--- config.mk ---
export PLATFORM = sky130hd
export DESIGN_NAME = pulse_rate_meter
export DESIGN_NICKNAME = d
export VERILOG_FILES = /design/src/rtl/prm_pkg.sv /design/src/rtl/rpm_window_timer.sv /design/src/rtl/rpm_seq_divider.sv /design/src/rtl/pulse_rate_meter.sv
export SDC_FILE = /design/constraint.sdc
export NUM_CORES = 1
export LEC_CHECK = 0
export BUFFER_PORTS_ARGS = -buffer_cell sky130_fd_sc_hd__buf_4
export CAP_MARGIN = 5
export CORE_AREA = 3 3 173 175
export DETAILED_ROUTE_END_ITERATION = 6
export DIE_AREA = 0 0 176 178
export PLACE_DENSITY = 0.76
export SETUP_SLACK_MARGIN = 0.1
export SKIP_LAST_GASP = 1
export SYNTH_ARGS = -nofsm -noshare
export SYNTH_HDL_FRONTEND = slang
export SYNTH_SLANG_ARGS = --single-unit
--- constraint.sdc ---
create_clock -name clk -period 8.4 [get_ports clk]
set_input_delay 1.26 -clock clk [delete_from_list [all_inputs] [get_ports clk]]
set_output_delay 1.26 -clock clk [all_outputs]
set_load 0.01 [all_outputs]
--- src/rtl/prm_pkg.sv ---
package prm_pkg;

  typedef enum logic {
    MODE_MOVE = 1'b0,
    MODE_FREQ = 1'b1
  } meas_mode_e;

  // Effective window length: zero runs as one, above the ceiling runs as the ceiling.
  function automatic int unsigned fit_window(input int unsigned req, input int unsigned ceiling);
    if (req == 0) return 1;
    if (req > ceiling) return ceiling;
    return req;
  endfunction

endpackage

--- src/rtl/rpm_window_timer.sv ---
module rpm_window_timer #(
  parameter int WIN_W = 14
) (
  input  logic             clk,
  input  logic             rst_n,
  input  logic             arm,
  input  logic             run,
  input  logic             tick,
  input  logic [WIN_W-1:0] len_arm,
  input  logic [WIN_W-1:0] len_run,
  output logic [WIN_W-1:0] remaining,
  output logic             expire
);

  assign expire = run & tick & (remaining == WIN_W'(1));

  always_ff @(posedge clk) begin
    if (!rst_n) begin
      remaining <= '0;
    end else if (arm) begin
      remaining <= len_arm;
    end else if (run && tick) begin
      remaining <= expire ? len_run : remaining - WIN_W'(1);
    end
  end

endmodule

--- src/rtl/rpm_seq_divider.sv ---
module rpm_seq_divider #(
  parameter int NUM_W = 42,
  parameter int DEN_W = 14
) (
  input  logic             clk,
  input  logic             rst_n,
  input  logic             go,
  input  logic [NUM_W-1:0] numer,
  input  logic [DEN_W-1:0] denom,
  output logic             active,
  output logic             done,
  output logic [NUM_W-1:0] quotient
);

  localparam int CW = $clog2(NUM_W + 1);

  logic [DEN_W-1:0] rem_q;
  logic [DEN_W-1:0] den_q;
  logic [CW-1:0]    steps;
  logic [DEN_W:0]   trial;
  logic             fits;

  assign trial = {rem_q, quotient[NUM_W-1]};
  assign fits  = trial >= {1'b0, den_q};

  always_ff @(posedge clk) begin
    if (!rst_n) begin
      rem_q    <= '0;
      den_q    <= '0;
      steps    <= '0;
      quotient <= '0;
      active   <= 1'b0;
      done     <= 1'b0;
    end else begin
      done <= 1'b0;
      if (go) begin
        quotient <= numer;
        den_q    <= denom;
        rem_q    <= '0;
        steps    <= CW'(NUM_W);
        active   <= 1'b1;
      end else if (active) begin
        rem_q    <= fits ? DEN_W'(trial - {1'b0, den_q}) : trial[DEN_W-1:0];
        quotient <= {quotient[NUM_W-2:0], fits};
        steps    <= steps - CW'(1);
        if (steps == CW'(1)) begin
          active <= 1'b0;
          done   <= 1'b1;
        end
      end
    end
  end

endmodule

--- src/rtl/pulse_rate_meter.sv ---
module pulse_rate_meter
  import prm_pkg::*;
#(
  parameter int CNT_W    = 32,
  parameter int WIN_W    = 14,
  parameter int WIN_MAX  = 9999,
  parameter int SCALE    = 1000,
  parameter int FREQ_MAX = 500000
) (
  input  logic             clk,
  input  logic             rst_n,
  input  logic             tick_ms,
  input  logic [CNT_W-1:0] count_in,
  input  logic             start,
  input  logic             mode,
  input  logic [WIN_W-1:0] window_ms,
  output logic             busy,
  output logic [CNT_W-1:0] result,
  output logic             result_valid
);

  localparam int NUM_W = CNT_W + $clog2(SCALE);

  // Magnitude of a modular difference read as two's complement.
  function automatic logic [CNT_W-1:0] abs_delta(input logic [CNT_W-1:0] now_v,
                                                 input logic [CNT_W-1:0] then_v);
    logic [CNT_W-1:0] d;
    d = now_v - then_v;
    return d[CNT_W-1] ? (~d) + CNT_W'(1) : d;
  endfunction

  // Saturate a rate to the frequency ceiling.
  function automatic logic [CNT_W-1:0] cap_rate(input logic [NUM_W-1:0] q);
    return (q > NUM_W'(FREQ_MAX)) ? CNT_W'(FREQ_MAX) : q[CNT_W-1:0];
  endfunction

  logic             meas_on;
  meas_mode_e       cfg_mode;
  logic [WIN_W-1:0] cfg_win;
  logic [CNT_W-1:0] base_cnt;
  logic [WIN_W-1:0] remaining;
  logic [WIN_W-1:0] req_win;
  logic [CNT_W-1:0] movement;
  logic [NUM_W-1:0] numer;
  logic [NUM_W-1:0] quotient;
  logic             start_evt;
  logic             win_end;
  logic             div_start;
  logic             div_active;
  logic             div_done;

  assign req_win   = WIN_W'(fit_window(32'(window_ms), WIN_MAX));
  assign start_evt = start & ~busy;
  assign movement  = abs_delta(count_in, base_cnt);
  assign numer     = NUM_W'(movement) * NUM_W'(SCALE);
  assign div_start = win_end & (cfg_mode == MODE_FREQ);
  assign busy      = meas_on | div_active | div_done;

  rpm_window_timer #(.WIN_W(WIN_W)) timer_i (
    .clk       (clk),
    .rst_n     (rst_n),
    .arm       (start_evt),
    .run       (meas_on),
    .tick      (tick_ms),
    .len_arm   (req_win),
    .len_run   (cfg_win),
    .remaining (remaining),
    .expire    (win_end)
  );

  rpm_seq_divider #(.NUM_W(NUM_W), .DEN_W(WIN_W)) div_i (
    .clk      (clk),
    .rst_n    (rst_n),
    .go       (div_start),
    .numer    (numer),
    .denom    (cfg_win),
    .active   (div_active),
    .done     (div_done),
    .quotient (quotient)
  );

  always_ff @(posedge clk) begin
    if (!rst_n) begin
      meas_on  <= 1'b0;
      cfg_mode <= MODE_MOVE;
      cfg_win  <= WIN_W'(1);
      base_cnt <= '0;
    end else begin
      if (start_evt) begin
        meas_on  <= 1'b1;
        cfg_mode <= meas_mode_e'(mode);
        cfg_win  <= req_win;
      end else if (win_end) begin
        meas_on <= start;
      end
      if (start_evt || win_end) base_cnt <= count_in;
    end
  end

  always_ff @(posedge clk) begin
    if (!rst_n) begin
      result       <= '0;
      result_valid <= 1'b0;
    end else if (win_end && cfg_mode == MODE_MOVE) begin
      result       <= movement;
      result_valid <= 1'b1;
    end else if (div_done) begin
      result       <= cap_rate(quotient);
      result_valid <= 1'b1;
    end else begin
      result_valid <= 1'b0;
    end
  end

endmodule

==> impl_summary.txt <==
----------------------------------------------------
[Run status]
  Run status ... finished clean

[Worst hold path]
  Class of the most critical hold timing path ... flip-flop to flip-flop
  Hold Startpoint ... base_cnt[20]$_SDFFE_PN0P_
  Worst-case hold path end point ... base_cnt[20]$_SDFFE_PN0P_
  Number of cells traversed by the worst hold path ... 2

[Worst setup path]
  Max FO, Critical Path ... 4
  Reg2reg end ... div_i.quotient[40]$_SDFFE_PN0P_
  Worst R2R Setup Slack ... slightly above 0.8 ns
  Critical Path AT ... 8.44 ns
  Critical Path Sink Type ... flip-flop
  Cell repeated most along the worst path ... inv_1
  Cell count of the worst reg-to-reg path ... 31
  Cell with the largest stage delay on the worst path ... fa_1
  WP data required ... between 8 and 9 ns
  Family with the most delay on the worst path ... adder cells
  Crit-path max cell delay ... 0.52 ns
  Critical setup path kind ... primary input to flip-flop
  Critical path startpoint category ... primary input
  Worst R2R Start ... base_cnt[4]$_SDFFE_PN0P_
  Number of buffer and inverter instances along the worst setup path ... 9

[Die]
  Total number of placement rows ... 62
  Core box area ... approximately 29000 µm²
  Y dimension of the die ... roughly 180 µm
  Top Ports ... 85
  Starting Density ... 0.569
  Die Footprint ... 31300 µm²
  Die width ... 176 µm

[Clock tree]
  Clock root buffer ... clkbuf_16
  Bufs on Longest Clock Path ... 2
  Number of H-tree levels ... 4
  Worst-Skew Late Latency ... 0.45 ns
  Clock tree from TritonCTS ... built
  Hold Buf Count CTS ... 0
  Register clock-pin slew on the reported worst setup and hold paths ... 0.08 ns
  Count of clock tree sinks ... 173
  Clock buffer count from CTS ... 17

[STA]
  Fraction of the cycle the final worst path needs ... 0.968
  Final setup violation count ... 0
  Unrepaired setup endpoints after global routing ... true
  Count of final max-slew check failures ... 0
  Normalized max-slew margin ... 0.321
  Largest clock skew in the final design ... 0.0110 ns
  Final critical-path required period ... slightly above 8 ns
  Slew of the pin with the lowest slew margin ... 1.02 ns
  Achievable frequency ... approximately 120 MHz
  Count of endpoints failing hold in the final timing report ... 0
  Setup TNS Final ... 0 ns

[Logic synthesis]
  Top cells by area in the synthesized netlist ... dfxtp_1 21%, fa_1 14%, ha_1 10%
  Most area-hungry cell type in the Yosys netlist ... dfxtp_1
  Gate count of the mapped netlist ... 1973
  Distinct cell type count of the synthesized netlist ... 96
  Net Count, Synth ... 2267
  Seq cells post-synth ... 173
  Area share of the largest cell type after synthesis ... 0.213
  Asr flop ratio synth ... 0
  Number of flops mapped to enable cells by yosys ... 0
  Synthesized area per cell ... 8.25 µm²
  Synth Flop Type ... dfxtp_1
  Post-synthesis instance area ... 16300 µm²
  Share of synthesized area occupied by flip-flops and latches ... 0.213
  Ys Warns ... 0

[Placement]
  Number of port buffers ... 84
  Placed wire-length estimate ... 32600 µm
  Routability cong. ... around 0.95

[Global routing]
  Via count of the first global-routing pass ... approximately 15000
  Global-route congestion overflow total ... 0
  Number of antenna violations at the first check in global routing ... 0
  All-layer global routing usage ... 0.273
  Pin count of the biggest net entering global routing ... 79
  Wire length of the first global-routing pass ... approximately 70000 µm

[Route]
  Violation count after the first detailed-route iteration ... 1014
  Total routed wirelength ... 42800 µm
  Number of routed nets with antenna violations ... 0
  Total via count after detailed routing ... 14827
  Total iterations of the first detailed-routing run ... 5
  WL per Instance ... 16.6 µm
  Number of design rule violations left after detail routing ... 0
  DR vias/cell ... 5.76

[Finish]
  ANT cells ... 0
  Final Net Count ... 2471
  Share of cells above drive strength 1 ... 0.193
  Core Util, Final ... 0.679
  Filler Cells Inserted ... 2322
  Area growth, synth to finish ... 19.4%

[Run]
  Max-cap violations ... 0

----------------------------------------------------
worst min-delay path: stages (launching register included):
cell     delay, ns
dfxtp_1       0.31
nand2_1       0.05
a21oi_1       0.05
worst max-delay path by stage:
stage                     slack (ns)  cells past startpoint                               to   startpoint
after floorplan                 0.10                     29  div_i.quotient[34]$_SDFFE_PN0P_  count_in[4]
after global placement          -0.1                     35  div_i.quotient[41]$_SDFFE_PN0P_  count_in[0]
after detailed placement       -0.28                     34  div_i.quotient[40]$_SDFFE_PN0P_  count_in[0]
after CTS                       0.15                     34  div_i.quotient[40]$_SDFFE_PN0P_  count_in[0]
after global routing           -0.09                     33  div_i.quotient[40]$_SDFFE_PN0P_  count_in[0]
final                           0.27                     33  div_i.quotient[40]$_SDFFE_PN0P_  count_in[0]
cells in the mapped netlist (all sizes together), types with 10 or more instances:
master and number:
a211oi 55, a21o 44, a21oi 173, a221oi 14
a31oi 23, and2 13, and3 17, clkbuf 82
dfxtp 173, fa 113, ha 130, inv 216
mux2i 39, nand2 205, nand2b 10, nand3 35
nor2 159, nor2b 19, nor3 32, nor4 20
o211ai 19, o21a 16, o21ai 91, or2 14
xnor2 65, xor2 42
cells by family (layout without fill, tap and decap cells):
kind of cell | count (synthesis) | after routing | synth area share
and+or+nand+nor | 567 | 567 | 0.163
AOI/OAI and AO/OA | 530 | 530 | 0.220
buffers and inverters | 304 | 521 | 0.0706
adders and majority gates | 247 | 247 | 0.241
DFF | 173 | 173 | 0.213
xor gates and xnor gates | 107 | 107 | 0.0643
muxes | 45 | 45 | 0.0281
per-stage QoR:
| step | instance area [µm²] | std cells | setup WS [ns] | hold WS, ns |
|---|---|---|---|---|
| final | 19400 | 2574 | 0.272 | 0.451 |
| after CTS | 19200 | 2559 | 0.147 | 0.454 |
| after global routing | 19400 | 2574 | -0.0901 | 0.467 |
| after detailed placement | 18500 | 2527 | -0.276 | 0.443 |
| after global placement | 18500 | 2527 | -0.0958 | 0.438 |
| after floorplan | 16400 | 1973 | 0.100 | 0.432 |
layout by cell type (no fill, tap or decap), types with 11 or more instances in the layout:
cell / count
a211oi_1: 52
a21o_1: 44
a21oi_1: 160
a21oi_2: 12
a221oi_1: 13
a31oi_1: 19
and2_1: 11
and3_1: 17
buf_4: 269
clkbuf_16: 17
dfxtp_1: 172
fa_1: 112
ha_1: 125
inv_1: 207
mux2i_1: 39
nand2_1: 201
nand3_1: 34
nor2_1: 151
nor2b_1: 18
nor3_1: 28
nor4_1: 17
o211ai_1: 19
o21a_1: 16
o21ai_0: 77
o21ai_1: 11
xnor2_1: 52
xnor2_2: 11
xor2_1: 35
flip-flops by register name, indices dropped and copies added (netlist names):
name	flops
timer_i.remaining	14
base_cnt	32
result	32
div_i.rem_q	14
div_i.den_q	14
div_i.active	1
div_i.done	1
cfg_win	14
cfg_mode	1
div_i.steps	6
result_valid	1
div_i.quotient	42
meas_on	1
routing by layer:
layer	up-vias	routed length [µm]	global-route usage
met5	-	0	0
met1	7100	18600	0.348
met2	374	21200	0.481
met4	0	1260	0.0917
li1	7259	-	-
met3	94	1780	0.0332
area by class of cell:
class                   count  area [µm²]  area share
multi-input cells        1496       12000       0.616
flip-flops and latches    173        3470       0.178
clock inverters            15         213      0.0109
clock buffers              17         425      0.0219
well taps                 384         480      0.0247
inverters                 217         816      0.0420
repair buffers            272        2060       0.106
repair_timing:
action | CTS | global route
setup endpoints to repair | 0 | 11
gates resized for setup | 0 | 44
buffers inserted | 0 | 15
Power is not shown: default switching activity piles up to over one toggle a cycle in this logic, so the estimate is an artifact.
